## config.mk

```make
export PLATFORM = sky130hd
export DESIGN_NAME = hz_pipe_ctrl
export DESIGN_NICKNAME = d
export VERILOG_FILES = /design/src/rtl/hz_ctl_pkg.sv /design/src/rtl/hz_fwd_sel.sv /design/src/rtl/hz_stall_ctl.sv /design/src/rtl/hz_pipe_ctrl.sv
export SDC_FILE = /design/constraint.sdc
export NUM_CORES = 1
export LEC_CHECK = 0
export ABC_AREA = 0
export BUFFER_PORTS_ARGS = -buffer_cell sky130_fd_sc_hd__buf_2
export CAP_MARGIN = 20
export CORE_MARGIN = 2
export CORE_UTILIZATION = 41
export DETAILED_ROUTE_END_ITERATION = 6
export PLACE_DENSITY = 0.95
export SETUP_SLACK_MARGIN = 0.02
export SLEW_MARGIN = 20
export SYNTH_ARGS = -nofsm -noshare
export SYNTH_HDL_FRONTEND = slang
export SYNTH_SLANG_ARGS = --single-unit
```

## constraint.sdc

```tcl
create_clock -name vclk -period 1.4
set_input_delay 0.07 -clock vclk [all_inputs]
set_output_delay 0.07 -clock vclk [all_outputs]
set_load 0.02 [all_outputs]
```

## src/rtl/hz_ctl_pkg.sv

```systemverilog
package hz_ctl_pkg;

   // Operand source codes shared by ALU and branch comparator muxes
   typedef enum logic [1:0] {
      SEL_RF  = 2'd0,
      SEL_MEM = 2'd1,
      SEL_WB  = 2'd2
   } opsel_e;

   localparam int OPS_PER_INSN = 2;

endpackage

```

## src/rtl/hz_fwd_sel.sv

```systemverilog
module hz_fwd_sel
   import hz_ctl_pkg::*;
#(
   parameter int REG_AW         = 5,
   parameter bit ZERO_HARDWIRED = 1'b1
) (
   input  logic              fwd_en,
   input  logic [REG_AW-1:0] src,
   input  logic [REG_AW-1:0] mem_rd,
   input  logic              mem_we,
   input  logic              mem_load,
   input  logic [REG_AW-1:0] wb_rd,
   input  logic              wb_we,
   output opsel_e            sel
);

   logic src_live;
   logic mem_hit;
   logic wb_hit;

   generate
      if (ZERO_HARDWIRED) begin : g_zero_reg
         assign src_live = (src != '0);
      end else begin : g_all_regs
         assign src_live = 1'b1;
      end
   endgenerate

   // A load in the execute/memory latch carries an address, not data
   assign mem_hit = fwd_en & src_live & mem_we & ~mem_load & (mem_rd == src);
   assign wb_hit  = fwd_en & src_live & wb_we & (wb_rd == src);

   // Younger producer first
   always_comb begin
      if (mem_hit)     sel = SEL_MEM;
      else if (wb_hit) sel = SEL_WB;
      else             sel = SEL_RF;
   end

   always_comb begin
      AST_FWD_OFF_USES_RF: assert (fwd_en || sel == SEL_RF)
         else $error("forward select active while forwarding disabled");
      AST_NO_LOAD_ADDR_FWD: assert (!(sel == SEL_MEM && mem_load))
         else $error("load address forwarded from execute/memory latch");
      AST_ZERO_NOT_FWD: assert (!(ZERO_HARDWIRED && src == '0 && sel != SEL_RF))
         else $error("register zero forwarded");
   end

endmodule

```

## src/rtl/hz_stall_ctl.sv

```systemverilog
module hz_stall_ctl #(
   parameter int REG_AW         = 5,
   parameter bit ZERO_HARDWIRED = 1'b1
) (
   input  logic              fwd_en,
   input  logic              hd_en,
   input  logic [REG_AW-1:0] id_rs1,
   input  logic [REG_AW-1:0] id_rs2,
   input  logic [REG_AW-1:0] ex_rd,
   input  logic              ex_we,
   input  logic              ex_load,
   input  logic [REG_AW-1:0] mem_rd,
   input  logic              mem_we,
   output logic              stall
);

   function automatic logic reg_hit(input logic [REG_AW-1:0] rd,
                                    input logic              we,
                                    input logic [REG_AW-1:0] rs);
      return we && (rd == rs) && (!ZERO_HARDWIRED || rs != '0);
   endfunction

   logic ex_match;
   logic mem_match;
   logic need_hold;

   assign ex_match  = reg_hit(ex_rd, ex_we, id_rs1) | reg_hit(ex_rd, ex_we, id_rs2);
   assign mem_match = reg_hit(mem_rd, mem_we, id_rs1) | reg_hit(mem_rd, mem_we, id_rs2);

   // Forwarding covers all but load-use; without it wait for writeback,
   // which writes the register file early in the cycle
   always_comb begin
      if (fwd_en) need_hold = ex_match & ex_load;
      else        need_hold = ex_match | mem_match;
   end

   assign stall = hd_en & need_hold;

   always_comb begin
      AST_HD_OFF_NO_STALL: assert (hd_en || !stall)
         else $error("stall raised with hazard detection off");
      AST_STALL_HAS_PRODUCER: assert (!stall || ex_we || mem_we)
         else $error("stall without a writing producer");
   end

endmodule

```

## src/rtl/hz_pipe_ctrl.sv

```systemverilog
module hz_pipe_ctrl
   import hz_ctl_pkg::*;
#(
   parameter int REG_AW         = 5,
   parameter bit ZERO_HARDWIRED = 1'b1
) (
   input  logic              fwd_en,
   input  logic              hd_en,
   input  logic [REG_AW-1:0] id_rs1,
   input  logic [REG_AW-1:0] id_rs2,
   input  logic [REG_AW-1:0] ex_rs1,
   input  logic [REG_AW-1:0] ex_rs2,
   input  logic [REG_AW-1:0] ex_rd,
   input  logic              ex_we,
   input  logic              ex_load,
   input  logic [REG_AW-1:0] mem_rd,
   input  logic              mem_we,
   input  logic              mem_load,
   input  logic [REG_AW-1:0] wb_rd,
   input  logic              wb_we,
   output logic [1:0]        sel_a,
   output logic [1:0]        sel_b,
   output logic              stall,
   output logic              bubble
);

   generate
      if (REG_AW < 1 || REG_AW > 8) begin : g_bad_width
         $error("REG_AW must lie between 1 and 8");
      end
   endgenerate

   logic [REG_AW-1:0] ex_src [OPS_PER_INSN];
   opsel_e            op_sel [OPS_PER_INSN];

   assign ex_src[0] = ex_rs1;
   assign ex_src[1] = ex_rs2;

   generate
      for (genvar i = 0; i < OPS_PER_INSN; i++) begin : g_operand
         hz_fwd_sel #(
            .REG_AW         (REG_AW),
            .ZERO_HARDWIRED (ZERO_HARDWIRED)
         ) u_sel (
            .fwd_en   (fwd_en),
            .src      (ex_src[i]),
            .mem_rd   (mem_rd),
            .mem_we   (mem_we),
            .mem_load (mem_load),
            .wb_rd    (wb_rd),
            .wb_we    (wb_we),
            .sel      (op_sel[i])
         );
      end
   endgenerate

   assign sel_a = op_sel[0];
   assign sel_b = op_sel[1];

   hz_stall_ctl #(
      .REG_AW         (REG_AW),
      .ZERO_HARDWIRED (ZERO_HARDWIRED)
   ) u_stall (
      .fwd_en  (fwd_en),
      .hd_en   (hd_en),
      .id_rs1  (id_rs1),
      .id_rs2  (id_rs2),
      .ex_rd   (ex_rd),
      .ex_we   (ex_we),
      .ex_load (ex_load),
      .mem_rd  (mem_rd),
      .mem_we  (mem_we),
      .stall   (stall)
   );

   // The no-op is injected in the same cycle the front end holds
   assign bubble = stall;

endmodule

```

After elaboration in Yosys (flattened, before gate mapping)
Cells that the tools add are included.
{"block": "word_totals", "wordCells": 43, "register_bits": 0}
{"block": "op_classes", "n_bitwise": 18, "muxes": 5, "n_reduce_logical": 12, "eq_ne": 8}
{"operator": "$eq 5x5->1", "n": 8}
{"operator": "$reduce_bool 5->1", "n": 4}
{"operator": "$and 1x1->1", "n": 14}
{"operator": "$logic_and 1x1->1", "n": 8}
{"operator": "$mux 2", "n": 4}
{"operator": "$or 1x1->1", "n": 3}
{"operator": "$mux 1", "n": 1}
{"operator": "$not 1->1", "n": 1}

Logic depth before layout (Yosys ltp)
Gate-level depths: netlist (run 1).
{"block": "logic_depth", "ltp_word": 7, "mapped_depth": 6, "depth_no_buf": 5}

Cells and area by module
Synthesis (run 1) repeated with hierarchy kept, for this count alone.
{"block": "hier_totals", "hier_cells": 75, "hier_area_um2": 599.3}
{"module": "hz_fwd_sel", "area_each_um2": 160.2, "cells_each": 19, "n_inst": 2}
{"module": "hz_stall_ctl", "area_each_um2": 271.5, "cells_each": 36, "n_inst": 1}
{"module": "hz_pipe_ctrl", "area_each_um2": 7.5, "cells_each": 1, "n_inst": 1}

Least setup slack after synthesis (run 1)
No wires, ideal clock.
{"block": "synth_path", "path_kind": "input to output", "from": "in id_rs1[2]", "to": "out stall", "required_time_ps": 1330, "path_buffers": 1, "path_stages": 6, "path_slack_ps": -169, "arrival_ps": 1499, "path_cell_list": "or4_1 nor2_2 nor4_1 a31oi_1 o32ai_1 buf_4"}
{"block": "synth_between", "elab_chain_cells": 7, "elab_cells_between_ends": 13, "cone_classes": "eq/ne: 2; mux: 1; bitwise: 5; reduce/logical: 5"}
{"element": "start: declaration", "line_no": "hz_pipe_ctrl.sv:9", "rtl": "input logic [REG_AW-1:0] id_rs1,"}
{"element": "$eq 5x5->1", "line_no": "hz_stall_ctl.sv:20", "rtl": "return we && (rd == rs) && (!ZERO_HARDWIRED || rs != '0);"}
{"element": "$logic_and 1x1->1 (2 in series)", "line_no": "hz_stall_ctl.sv:20"}
{"element": "$or 1x1->1, on equally long branches", "line_no": "hz_stall_ctl.sv:27, hz_stall_ctl.sv:28"}
{"element": "$or 1x1->1 / $and 1x1->1 (equally long branches)", "line_no": "hz_stall_ctl.sv:34, hz_stall_ctl.sv:33"}
{"element": "$mux 1 (*)", "line_no": "hz_stall_ctl.sv:33", "rtl": "if (fwd_en) need_hold = ex_match & ex_load;"}
{"element": "$and 1x1->1 (*)", "line_no": "hz_stall_ctl.sv:37", "rtl": "assign stall = hd_en & need_hold;"}
{"element": "end: declaration", "line_no": "hz_pipe_ctrl.sv:23", "rtl": "output logic stall,"}
Every way passes the cells marked *; elsewhere a longest branch is shown, timed or not.

Worst setup path after layout (run 1)
{"block": "layout_path", "from": "in id_rs1[1]", "to": "out stall"}
Same word-level chain as after synthesis.

==> results of run 1 <==
[through the flow]
step,hold WS (ns),util,area [um2],TNS [ns]
final,0.505,0.780,1010,-0.0967
after global routing,0.530,0.780,1010,-0.263
after CTS,0.497,0.719,936,-0.0407
after detailed placement,0.497,0.676,880,-0.135
after global placement,0.498,0.676,880,-0.0582
after floorplan,0.260,-,583,0
[routing by layer]
| metal | vias to the layer above | track usage | wire [um] |
|---|---|---|---|
| met1 | 343 | 0.296 | 836 |
| met3 | 6 | 0.0174 | 140 |
| met5 | - | 0 | 0 |
| li1 | 375 | - | - |
| met4 | 0 | 0.0129 | 53 |
| met2 | 37 | 0.447 | 1060 |
[worst max path at each step]
| stage | end | slack, ns | startpoint |
|---|---|---|---|
| floorplan | stall | 0.04 | id_rs1[1] |
| global placement | stall | -0.03 | id_rs1[1] |
| detailed placement | stall | -0.07 | id_rs2[1] |
| CTS | stall | -0.02 | id_rs2[3] |
| global route | stall | -0.14 | id_rs2[3] |
| finish | stall | -0.05 | id_rs1[1] |
[cells in the final DEF (no fill, tap or decap), drive strengths merged]
cell type and n:
inv 1, o32ai 1, xor2 20, nand4 2
o21ai 2, nand2b 1, o211ai 1, a31oi 2
nand2 1, nand3 4, nor4 8, xnor2 20
nor3 2, nor2 2, buf 58, or4 4
[critical path, cell delays in order]
cell                      delay [ns]
sky130_fd_sc_hd__buf_6          0.09
sky130_fd_sc_hd__or4_4          0.54
sky130_fd_sc_hd__nor2_4         0.13
sky130_fd_sc_hd__nor4_2         0.06
sky130_fd_sc_hd__a31oi_1        0.20
sky130_fd_sc_hd__o32ai_2        0.12
sky130_fd_sc_hd__buf_4          0.17
[power breakdown]
group / internal (mW) / switching [mW] / total [mW]
clock: 0 / 0 / 0
sequential: 0 / 0 / 0
combinational: 0.155 / 0.148 / 0.303
[layout make-up]
| cell class | instances | area (um2) | share of cell area |
|---|---|---|---|
| multi-input combinational | 70 | 628 | 0.619 |
| timing repair buffer | 58 | 364 | 0.359 |
| tap | 15 | 18.8 | 0.0185 |
| inverter | 1 | 3.75 | 0.00370 |
[cells by family (layout without fill, tap and decap cells)]
| family | Yosys count | in the layout |
|---|---|---|
| buf+inv | 4 | 59 |
| compound gates | 6 | 6 |
| xor+xnor | 40 | 40 |
| simple gates | 24 | 24 |
[timing repair]
item | 4_1_cts | 5_1_grt
setup buffers | 0 | 2
endpoints found under the setup margin | 2 | 5
resized for setup | 12 | 13
pin swaps | 6 | 10
==> impl_results.html, run 1 <==
<table>
<tr><th>Metric</th><th>Value</th></tr>
<tr><th colspan="2">Global routing</th></tr>
<tr><td>Grt ovf</td><td>0</td></tr>
<tr><td>Maximum number of pins on one net before global-route repair</td><td>5</td></tr>
<tr><td>Initial antenna violation count</td><td>0</td></tr>
<tr><td>Via count of the first global-routing pass</td><td>791</td></tr>
<tr><td>Total track usage</td><td>0.235</td></tr>
<tr><td>Global-route wire length before repair</td><td>3.37 mm</td></tr>
<tr><th colspan="2">Finish</th></tr>
<tr><td>Register area</td><td>0 um2</td></tr>
<tr><td>Fraction of final layout cells sized beyond drive strength 1</td><td>0.566</td></tr>
<tr><td>Final Net Count</td><td>173</td></tr>
<tr><td>Fillers</td><td>77</td></tr>
<tr><td>Count of non-filler cells in the finished layout</td><td>144</td></tr>
<tr><td>Clock buffer count</td><td>0</td></tr>
<tr><td>Area growth, synth to finish</td><td>76.3%</td></tr>
<tr><td>Total number of sequential cells</td><td>0</td></tr>
<tr><td>Count of inserted antenna diode cells</td><td>0</td></tr>
<tr><th colspan="2">Floorplan</th></tr>
<tr><td>Initial Util</td><td>0.442</td></tr>
<tr><td>Number of placed I/O pins</td><td>48</td></tr>
<tr><td>Die footprint</td><td>1720 um2</td></tr>
<tr><td>Horizontal die dimension</td><td>41.5 um</td></tr>
<tr><td>Height of the chip</td><td>41.5 um</td></tr>
<tr><td>Standard-cell row count</td><td>13</td></tr>
<tr><td>Core footprint</td><td>1300 um2</td></tr>
<tr><th colspan="2">Setup path</th></tr>
<tr><td>Critical path class</td><td>in2out</td></tr>
<tr><td>Top fanout value on the critical path</td><td>2</td></tr>
<tr><td>Nature of the critical path endpoint</td><td>primary output</td></tr>
<tr><td>Required time reported for the critical path endpoint</td><td>1.33 ns</td></tr>
<tr><td>Arrival time reported for the critical path endpoint</td><td>1.38 ns</td></tr>
<tr><td>Startpoint type of the worst setup path</td><td>primary input</td></tr>
<tr><th colspan="2">Route</th></tr>
<tr><td>Post-detailed-route via-to-cell ratio</td><td>5.28</td></tr>
<tr><td>Number of routed nets with antenna violations</td><td>0</td></tr>
<tr><td>DRC violation total after the first TritonRoute iteration</td><td>15</td></tr>
<tr><td>Final WL</td><td>2.09 mm</td></tr>
<tr><td>Routed wirelength normalized by instance count</td><td>14.5 um</td></tr>
<tr><td>Count of vias placed by the detailed router</td><td>761</td></tr>
<tr><td>Detailed-router iteration count before antenna repair</td><td>4</td></tr>
<tr><td>Number of design rule violations left after detail routing</td><td>0</td></tr>
<tr><th colspan="2">Hold path</th></tr>
<tr><td>Worst hold path type</td><td>in2out</td></tr>
<tr><td>Destination of the worst hold path</td><td>sel_a[1]</td></tr>
<tr><td>Worst Hold Path Cells</td><td>4</td></tr>
<tr><td>HP Start</td><td>wb_we</td></tr>
<tr><th colspan="2">Outcome</th></tr>
<tr><td>Status</td><td>finished with violations</td></tr>
<tr><td>Violated checks</td><td>setup timing</td></tr>
<tr><th colspan="2">STA</th></tr>
<tr><td>Relative max-transition margin</td><td>0.744</td></tr>
<tr><td>Actual slew at the worst max-slew pin</td><td>0.380 ns</td></tr>
<tr><td>Post-route clock period utilization</td><td>1.03</td></tr>
<tr><td>Top achievable clock speed</td><td>690 MHz</td></tr>
<tr><td>Hold Vio Cnt, Final</td><td>0</td></tr>
<tr><td>Unrepaired setup endpoints after global routing</td><td>true</td></tr>
<tr><td>Max Slew Vio Count</td><td>0</td></tr>
<tr><td>Time the final worst path needs with I/O delays and setup</td><td>1.45 ns</td></tr>
<tr><td>Number of setup violations in the final report</td><td>2</td></tr>
<tr><td>Post-layout worst setup margin</td><td>-0.0489 ns</td></tr>
<tr><th colspan="2">Synthesis</th></tr>
<tr><td>Post-Synth XOR/XNOR Area</td><td>0.609</td></tr>
<tr><td>Post-synthesis average cell area</td><td>7.78 um2</td></tr>
<tr><td>Synthesized instance count</td><td>74</td></tr>
<tr><td>Yosys warning count</td><td>0</td></tr>
<tr><td>Area share of the largest cell type after synthesis</td><td>0.304</td></tr>
<tr><td>Cell accounting for the most synthesized area</td><td>sky130_fd_sc_hd__xnor2_1</td></tr>
<tr><td>Fraction of synthesized area in multiplexers</td><td>0</td></tr>
<tr><td>Area of the mapped netlist</td><td>576 um2</td></tr>
<tr><td>Largest family of logic cells by synthesized area</td><td>XOR/XNOR gates</td></tr>
<tr><td>Syn Nets</td><td>116</td></tr>
<tr><td>Cells taking the most area after synthesis</td><td>sky130_fd_sc_hd__xnor2_1 30%, sky130_fd_sc_hd__xor2_1 30%, sky130_fd_sc_hd__nor4_1 8.7%</td></tr>
<tr><td>Sequential share of the synthesized area</td><td>0</td></tr>
<tr><td>Compound-Gate Fraction of Synth Area</td><td>0.0804</td></tr>
<tr><td>Post-synthesis adder-cell area fraction</td><td>0</td></tr>
<tr><td>Post-synthesis share of cell area spent on and, or, nand and nor gates</td><td>0.265</td></tr>
<tr><td>List of most frequent post-synthesis cells</td><td>20 x sky130_fd_sc_hd__xnor2_1, 20 x sky130_fd_sc_hd__xor2_1, 8 x sky130_fd_sc_hd__nor4_1, 4 x sky130_fd_sc_hd__nand3_1, 4 x sky130_fd_sc_hd__or4_1</td></tr>
<tr><td>Unique masters post-synth</td><td>17</td></tr>
<tr><th colspan="2">Placement</th></tr>
<tr><td>Placed cells</td><td>142</td></tr>
<tr><td>Setup WS pre-CTS</td><td>-0.0681 ns</td></tr>
<tr><td>Half-perimeter wire length after placement</td><td>1.63 mm</td></tr>
<tr><td>Routability congestion estimate from global placement</td><td>0.868</td></tr>
<tr><td>Count of input and output buffers</td><td>48</td></tr>
<tr><th colspan="2">Pwr</th></tr>
<tr><td>Leakage power summed over all cells</td><td>0.435 nW</td></tr>
<tr><td>VDD IR-drop max</td><td>0.196 mV</td></tr>
<tr><td>Power per Cell Area</td><td>299 nW/um2</td></tr>
<tr><td>Power Total</td><td>0.303 mW</td></tr>
<tr><th colspan="2">Flow run</th></tr>
<tr><td>Max cap viols</td><td>0</td></tr>
<tr><th colspan="2">Clocking</th></tr>
<tr><td>Count of hold-fix buffers inserted at cts</td><td>0</td></tr>
</table>
(Power assumes the default switching activity.)
==> run 2, diff against run 1 <==
--- a/config.mk
+++ b/config.mk
@@ -7,10 +7,9 @@
 export LEC_CHECK = 0
 export ABC_AREA = 0
 export BUFFER_PORTS_ARGS = -buffer_cell sky130_fd_sc_hd__buf_2
-export CAP_MARGIN = 20
-export CORE_MARGIN = 2
 export CORE_UTILIZATION = 41
 export DETAILED_ROUTE_END_ITERATION = 6
+export MAX_ROUTING_LAYER = met4
 export PLACE_DENSITY = 0.95
 export SETUP_SLACK_MARGIN = 0.02
 export SLEW_MARGIN = 20
==> run 2 against run 1 <==
- the flow still finishes with violations (setup timing)
- critical path type unchanged
- count of clock-buffer cells in the layout did not move
- largest cell class unchanged
- worst setup slack got worse by 0.11 ns
- largest power group unchanged
- sequential share of layout area did not move
- maximum frequency fell by 7.2%
- highest routed layer unchanged
- routed wire length rose by 18%
==> impl_results.html, run 2 (synthesis results as in run 1) <==
<table>
<tr><th>Metric</th><th>Value</th></tr>
<tr><th colspan="2">Route</th></tr>
<tr><td>Detailed-router iteration count before antenna repair</td><td>4</td></tr>
<tr><td>Post-detailed-route via-to-cell ratio</td><td>5.64</td></tr>
<tr><td>Number of routed nets with antenna violations</td><td>0</td></tr>
<tr><td>DRC violation total after the first TritonRoute iteration</td><td>21</td></tr>
<tr><td>Routed wirelength normalized by instance count</td><td>17.0 um</td></tr>
<tr><td>Number of design rule violations left after detail routing</td><td>0</td></tr>
<tr><td>Count of vias placed by the detailed router</td><td>818</td></tr>
<tr><td>Final WL</td><td>2.46 mm</td></tr>
<tr><th colspan="2">STA</th></tr>
<tr><td>Actual slew at the worst max-slew pin</td><td>0.315 ns</td></tr>
<tr><td>Relative max-transition margin</td><td>0.788</td></tr>
<tr><td>Hold Vio Cnt, Final</td><td>0</td></tr>
<tr><td>Top achievable clock speed</td><td>641 MHz</td></tr>
<tr><td>Final hold slack</td><td>0.511 ns</td></tr>
<tr><td>Unrepaired setup endpoints after global routing</td><td>true</td></tr>
<tr><td>Number of setup violations in the final report</td><td>2</td></tr>
<tr><td>Max Slew Vio Count</td><td>0</td></tr>
<tr><td>Time the final worst path needs with I/O delays and setup</td><td>1.56 ns</td></tr>
<tr><td>Post-layout worst setup margin</td><td>-0.161 ns</td></tr>
<tr><td>Post-route clock period utilization</td><td>1.12</td></tr>
<tr><th colspan="2">Floorplan</th></tr>
<tr><td>Die footprint</td><td>1560 um2</td></tr>
<tr><td>Core footprint</td><td>1300 um2</td></tr>
<tr><td>Initial Util</td><td>0.442</td></tr>
<tr><td>Horizontal die dimension</td><td>39.5 um</td></tr>
<tr><td>Number of placed I/O pins</td><td>48</td></tr>
<tr><td>Height of the chip</td><td>39.5 um</td></tr>
<tr><td>Standard-cell row count</td><td>13</td></tr>
<tr><th colspan="2">Pwr</th></tr>
<tr><td>Switching fraction of total power</td><td>0.507</td></tr>
<tr><td>Switching power summed over all nets</td><td>0.160 mW</td></tr>
<tr><td>Clock network power share</td><td>0</td></tr>
<tr><td>Fraction of power consumed by sequential logic</td><td>0</td></tr>
<tr><td>Leakage power summed over all cells</td><td>0.440 nW</td></tr>
<tr><td>Internal power</td><td>0.155 mW</td></tr>
<tr><td>Power per Cell Area</td><td>308 nW/um2</td></tr>
<tr><td>VDD IR-drop max</td><td>0.208 mV</td></tr>
<tr><td>Combinational cell fraction of total power</td><td>1.000</td></tr>
<tr><th colspan="2">Setup path</th></tr>
<tr><td>Arrival time reported for the critical path endpoint</td><td>1.49 ns</td></tr>
<tr><td>Nature of the critical path endpoint</td><td>primary output</td></tr>
<tr><td>Top fanout value on the critical path</td><td>4</td></tr>
<tr><td>Endpoint of the most critical setup path</td><td>bubble</td></tr>
<tr><td>Critical path class</td><td>in2out</td></tr>
<tr><td>Startpoint type of the worst setup path</td><td>primary input</td></tr>
<tr><td>Startpoint of the most critical setup path</td><td>mem_rd[4]</td></tr>
<tr><td>Required time reported for the critical path endpoint</td><td>1.33 ns</td></tr>
<tr><th colspan="2">Outcome</th></tr>
<tr><td>Violated checks</td><td>setup timing</td></tr>
<tr><td>Status</td><td>finished with violations</td></tr>
<tr><th colspan="2">Finish</th></tr>
<tr><td>Fraction of final layout cells sized beyond drive strength 1</td><td>0.577</td></tr>
<tr><td>Total number of sequential cells</td><td>0</td></tr>
<tr><td>Most common cell after layout, fill and taps aside</td><td>sky130_fd_sc_hd__buf_2</td></tr>
<tr><td>Commonest cells after routing, fill and taps aside</td><td>39 x sky130_fd_sc_hd__buf_2, 20 x sky130_fd_sc_hd__xnor2_1, 20 x sky130_fd_sc_hd__xor2_1</td></tr>
<tr><td>Final Net Count</td><td>174</td></tr>
<tr><td>Combined area of the multi-input logic cells</td><td>634 um2</td></tr>
<tr><td>Design area</td><td>1020 um2</td></tr>
<tr><td>Clock buffer count</td><td>0</td></tr>
<tr><td>Register area</td><td>0 um2</td></tr>
<tr><td>Area growth, synth to finish</td><td>77.4%</td></tr>
<tr><td>Fillers</td><td>86</td></tr>
<tr><td>Count of inserted antenna diode cells</td><td>0</td></tr>
<tr><th colspan="2">Global routing</th></tr>
<tr><td>Grt peak-use layer</td><td>met2</td></tr>
<tr><td>Grt ovf</td><td>0</td></tr>
<tr><td>Met3 track demand over resource in global routing</td><td>0.0284</td></tr>
<tr><td>Global-route track usage on met1</td><td>0.343</td></tr>
<tr><td>Maximum number of pins on one net before global-route repair</td><td>5</td></tr>
<tr><td>Global-route wire length before repair</td><td>3.39 mm</td></tr>
<tr><td>Total track usage</td><td>0.321</td></tr>
<tr><td>Initial antenna violation count</td><td>0</td></tr>
<tr><td>Via count of the first global-routing pass</td><td>793</td></tr>
<tr><td>GRT met2 Usage</td><td>0.607</td></tr>
<tr><th colspan="2">Hold path</th></tr>
<tr><td>HP Start</td><td>wb_we</td></tr>
<tr><td>Worst hold path type</td><td>in2out</td></tr>
<tr><th colspan="2">Placement</th></tr>
<tr><td>Count of input and output buffers</td><td>48</td></tr>
<tr><td>Routability congestion estimate from global placement</td><td>0.878</td></tr>
<tr><td>Area after DPL</td><td>895 um2</td></tr>
<tr><td>Half-perimeter wire length after placement</td><td>1.72 mm</td></tr>
<tr><th colspan="2">Flow run</th></tr>
<tr><td>Max cap viols</td><td>0</td></tr>
<tr><th colspan="2">Clocking</th></tr>
<tr><td>Count of hold-fix buffers inserted at cts</td><td>0</td></tr>
</table>
## run 2: cell count changes in the layout (fill, tap and decap cells not counted), sizes merged
cell,previous run,this run
buf,58,59
## run 2: worst min path at each step
stage / to / slack [ns] / cells past startpoint
floorplan: sel_a[1] / 0.26 / 2
global placement: sel_a[1] / 0.50 / 4
detailed placement: sel_a[1] / 0.51 / 4
CTS: sel_a[1] / 0.51 / 4
global route: sel_a[1] / 0.52 / 4
finish: sel_a[1] / 0.51 / 4
## run 2: layout make-up
| type | count | share of cell area |
|---|---|---|
| repair buffers | 59 | 0.357 |
| well taps | 15 | 0.0184 |
| inverters | 1 | 0.00368 |
| multi-input cells | 70 | 0.621 |
## run 2: timing repair
item | CTS | global route
resized for setup | 12 | 11
pin swaps | 9 | 7
buffers inserted | 0 | 1
endpoints found under the hold margin | 0 | 0
endpoints found under the setup margin | 2 | 5
cloned | 0 | 0
## run 2: metal layers
metal / vias up / share of wire
met2: 52 / 0.53
met1: 376 / 0.37
met3: 14 / 0.049
li1: 376 / -
met5: - / 0
met4: 0 / 0.056
## run 2: power by group through the flow
stage / logic (mW) / clock network [mW] / registers, mW
after floorplan: 0.117 / 0 / 0
after global placement: 0.249 / 0 / 0
after detailed placement: 0.261 / 0 / 0
after CTS: 0.278 / 0 / 0
after global routing: 0.334 / 0 / 0
final: 0.315 / 0 / 0
## run 2: per-stage QoR
stage | std cells | total power [mW] | TNS, ns | setup WS, ns | utilization
2_1_floorplan | 74 | 0.117 | 0 | 0.0351 | -
3_3_place_gp | 144 | 0.249 | -0.0571 | -0.0287 | 0.688
3_5_place_dp | 144 | 0.261 | -0.105 | -0.0524 | 0.688
4_1_cts | 144 | 0.278 | -0.0228 | -0.0115 | 0.731
5_1_grt | 145 | 0.334 | -0.327 | -0.165 | 0.785
6_report | 145 | 0.315 | -0.320 | -0.161 | 0.785
## run 2: worst max-delay path, stage by stage
cell,delay (ns)
sky130_fd_sc_hd__buf_2,0.14
sky130_fd_sc_hd__xnor2_1,0.23
sky130_fd_sc_hd__nand3_1,0.13
sky130_fd_sc_hd__nor4_2,0.35
sky130_fd_sc_hd__a31oi_1,0.11
sky130_fd_sc_hd__o32ai_2,0.26
sky130_fd_sc_hd__buf_4,0.19
==> run 3, diff against run 2 <==
--- a/config.mk
+++ b/config.mk
@@ -7,7 +7,8 @@
 export LEC_CHECK = 0
 export ABC_AREA = 0
 export BUFFER_PORTS_ARGS = -buffer_cell sky130_fd_sc_hd__buf_2
-export CORE_UTILIZATION = 41
+export CAP_MARGIN = 0
+export CORE_UTILIZATION = 44
 export DETAILED_ROUTE_END_ITERATION = 6
 export MAX_ROUTING_LAYER = met4
 export PLACE_DENSITY = 0.95
==> constraint.sdc (replaced) <==
create_clock -name vclk -period 1.85
set_input_delay 0.0925 -clock vclk [all_inputs]
set_output_delay 0.0925 -clock vclk [all_outputs]
set_load 0.02 [all_outputs]
==> run 3 against run 2 <==
- the flow now finishes without violations
- power decreased by 43%
- non-clock buffer count decreased by 11
- final cell count decreased by 8.3%
- critical path depth unchanged
- core utilization decreased by 8.3 points
- hold slack improved by 0.034 ns
- sequential share of layout area unchanged
- final area decreased by 21%
- critical path type unchanged
==> impl_results.html, run 3 (synthesis results as in run 1) <==
<table>
<tr><th>Metric</th><th>Value</th></tr>
<tr><th colspan="2">STA</th></tr>
<tr><td>Hold Vio Cnt, Final</td><td>0</td></tr>
<tr><td>Setup TNS after final layout</td><td>0 ns</td></tr>
<tr><td>Post-layout worst setup margin</td><td>0.358 ns</td></tr>
<tr><td>Number of setup violations in the final report</td><td>0</td></tr>
<tr><td>Top achievable clock speed</td><td>670 MHz</td></tr>
<tr><td>Time the final worst path needs with I/O delays and setup</td><td>1.49 ns</td></tr>
<tr><td>Unrepaired setup endpoints after global routing</td><td>false</td></tr>
<tr><td>Actual slew at the worst max-slew pin</td><td>0.434 ns</td></tr>
<tr><td>Final hold slack</td><td>0.545 ns</td></tr>
<tr><td>Relative max-transition margin</td><td>0.708</td></tr>
<tr><td>Max Slew Vio Count</td><td>0</td></tr>
<tr><td>Post-route clock period utilization</td><td>0.806</td></tr>
<tr><th colspan="2">Pwr</th></tr>
<tr><td>Power Total</td><td>0.180 mW</td></tr>
<tr><td>Leakage power summed over all cells</td><td>0.365 nW</td></tr>
<tr><td>VDD IR-drop max</td><td>0.126 mV</td></tr>
<tr><td>Power per Cell Area</td><td>222 nW/um2</td></tr>
<tr><th colspan="2">Route</th></tr>
<tr><td>Routed wirelength normalized by instance count</td><td>13.5 um</td></tr>
<tr><td>DRC violation total after the first TritonRoute iteration</td><td>21</td></tr>
<tr><td>Post-detailed-route via-to-cell ratio</td><td>5.42</td></tr>
<tr><td>Detailed-router iteration count before antenna repair</td><td>4</td></tr>
<tr><td>Final WL</td><td>1.80 mm</td></tr>
<tr><td>Count of vias placed by the detailed router</td><td>721</td></tr>
<tr><td>Number of design rule violations left after detail routing</td><td>0</td></tr>
<tr><td>Number of routed nets with antenna violations</td><td>0</td></tr>
<tr><th colspan="2">Finish</th></tr>
<tr><td>Fillers</td><td>91</td></tr>
<tr><td>Register area</td><td>0 um2</td></tr>
<tr><td>Clock buffer count</td><td>0</td></tr>
<tr><td>Combined area of the multi-input logic cells</td><td>549 um2</td></tr>
<tr><td>Fraction of final layout cells sized beyond drive strength 1</td><td>0.445</td></tr>
<tr><td>Count of inserted antenna diode cells</td><td>0</td></tr>
<tr><td>Most common cell after layout, fill and taps aside</td><td>sky130_fd_sc_hd__buf_2</td></tr>
<tr><td>Final design utilization</td><td>0.701</td></tr>
<tr><td>Final Net Count</td><td>163</td></tr>
<tr><td>Area growth, synth to finish</td><td>40.9%</td></tr>
<tr><td>Total number of sequential cells</td><td>0</td></tr>
<tr><td>Commonest cells after routing, fill and taps aside</td><td>48 x sky130_fd_sc_hd__buf_2, 20 x sky130_fd_sc_hd__xnor2_1, 20 x sky130_fd_sc_hd__xor2_1</td></tr>
<tr><th colspan="2">Setup path</th></tr>
<tr><td>Delay of the slowest cell on the worst path</td><td>0.54 ns</td></tr>
<tr><td>Top fanout value on the critical path</td><td>3</td></tr>
<tr><td>Arrival time reported for the critical path endpoint</td><td>1.40 ns</td></tr>
<tr><td>Critical path class</td><td>in2out</td></tr>
<tr><td>Startpoint type of the worst setup path</td><td>primary input</td></tr>
<tr><td>Nature of the critical path endpoint</td><td>primary output</td></tr>
<tr><td>Required time reported for the critical path endpoint</td><td>1.76 ns</td></tr>
<tr><td>Master of the slowest instance on the critical path</td><td>sky130_fd_sc_hd__or4_1</td></tr>
<tr><td>Library cell appearing most often on the critical path</td><td>sky130_fd_sc_hd__buf_2</td></tr>
<tr><td>List of cells traversed by the critical path</td><td>buf_2 -&gt; or4_1 -&gt; nor2_2 -&gt; nor4_1 -&gt; a31oi_1 -&gt; o32ai_1 -&gt; buf_2</td></tr>
<tr><th colspan="2">Floorplan</th></tr>
<tr><td>Number of placed I/O pins</td><td>48</td></tr>
<tr><td>Initial Util</td><td>0.498</td></tr>
<tr><td>Height of the chip</td><td>38.2 um</td></tr>
<tr><td>Horizontal die dimension</td><td>38.2 um</td></tr>
<tr><td>Standard-cell row count</td><td>12</td></tr>
<tr><td>Core footprint</td><td>1160 um2</td></tr>
<tr><td>Die footprint</td><td>1460 um2</td></tr>
<tr><th colspan="2">Flow run</th></tr>
<tr><td>Max cap viols</td><td>0</td></tr>
<tr><th colspan="2">Hold path</th></tr>
<tr><td>Worst hold path type</td><td>in2out</td></tr>
<tr><td>Worst Hold Path Cells</td><td>4</td></tr>
<tr><th colspan="2">Outcome</th></tr>
<tr><td>Status</td><td>completed</td></tr>
<tr><th colspan="2">Clocking</th></tr>
<tr><td>CTS-repair resized insts</td><td>0</td></tr>
<tr><td>Count of hold-fix buffers inserted at cts</td><td>0</td></tr>
<tr><td>Total setup buffers inserted after CTS</td><td>0</td></tr>
<tr><th colspan="2">Global routing</th></tr>
<tr><td>Initial antenna violation count</td><td>0</td></tr>
<tr><td>Maximum number of pins on one net before global-route repair</td><td>5</td></tr>
<tr><td>Grt ovf</td><td>0</td></tr>
<tr><td>Total track usage</td><td>0.286</td></tr>
<tr><td>Via count of the first global-routing pass</td><td>736</td></tr>
<tr><td>Global-route wire length before repair</td><td>2.97 mm</td></tr>
<tr><th colspan="2">Placement</th></tr>
<tr><td>Half-perimeter wire length after placement</td><td>1.65 mm</td></tr>
<tr><td>Count of input and output buffers</td><td>48</td></tr>
<tr><td>Routability congestion estimate from global placement</td><td>1.01</td></tr>
<tr><td>Setup WS pre-CTS</td><td>0.358 ns</td></tr>
</table>
## run 3: cell count changes in the layout (fill, tap and decap cells not counted), moves of 2 or more
cell	before	now
sky130_fd_sc_hd__or4_4	3	0
sky130_fd_sc_hd__nor2_4	2	0
sky130_fd_sc_hd__buf_2	39	48
sky130_fd_sc_hd__buf_4	15	0
sky130_fd_sc_hd__nor4_1	2	8
sky130_fd_sc_hd__buf_6	5	0
sky130_fd_sc_hd__nor4_2	5	0
sky130_fd_sc_hd__or4_1	1	4
## run 3: metrics by stage
stage                     std cells  instance area [um2]
after floorplan                  74                  576
after detailed placement        133                  811
after CTS                       133                  811
final                           133                  811
after global routing            133                  811
after global placement          133                  811
## run 3: critical path, delay by kind of cell
family,cells,cell delay (ns)
AOI/OAI and AO/OA,2,0.28
and+or+nand+nor,3,0.73
buffers and inverters,2,0.29
## run 3: final timing paths
check	to	slack [ns]	startpoint
max	bubble	0.36	id_rs1[1]
min	sel_a[1]	0.54	wb_we
## run 3: metal layers
layer	part of all wire	GRT usage	vias up
li1	-	-	356
met1	0.40	0.337	323
met2	0.52	0.538	38
met3	0.067	0.00581	4
met4	0.014	0.0536	0
met5	0	-	-
## run 3: power by group
part	total (mW)	switching [mW]	internal, mW
combinational	0.180	0.0911	0.0892
sequential	0	0	0
clock	0	0	0
## run 3: area by class of cell
class                      instances  area share
inverter                           1     0.00463
tap                               14      0.0216
multi-input combinational         70       0.677
timing repair buffer              48       0.296
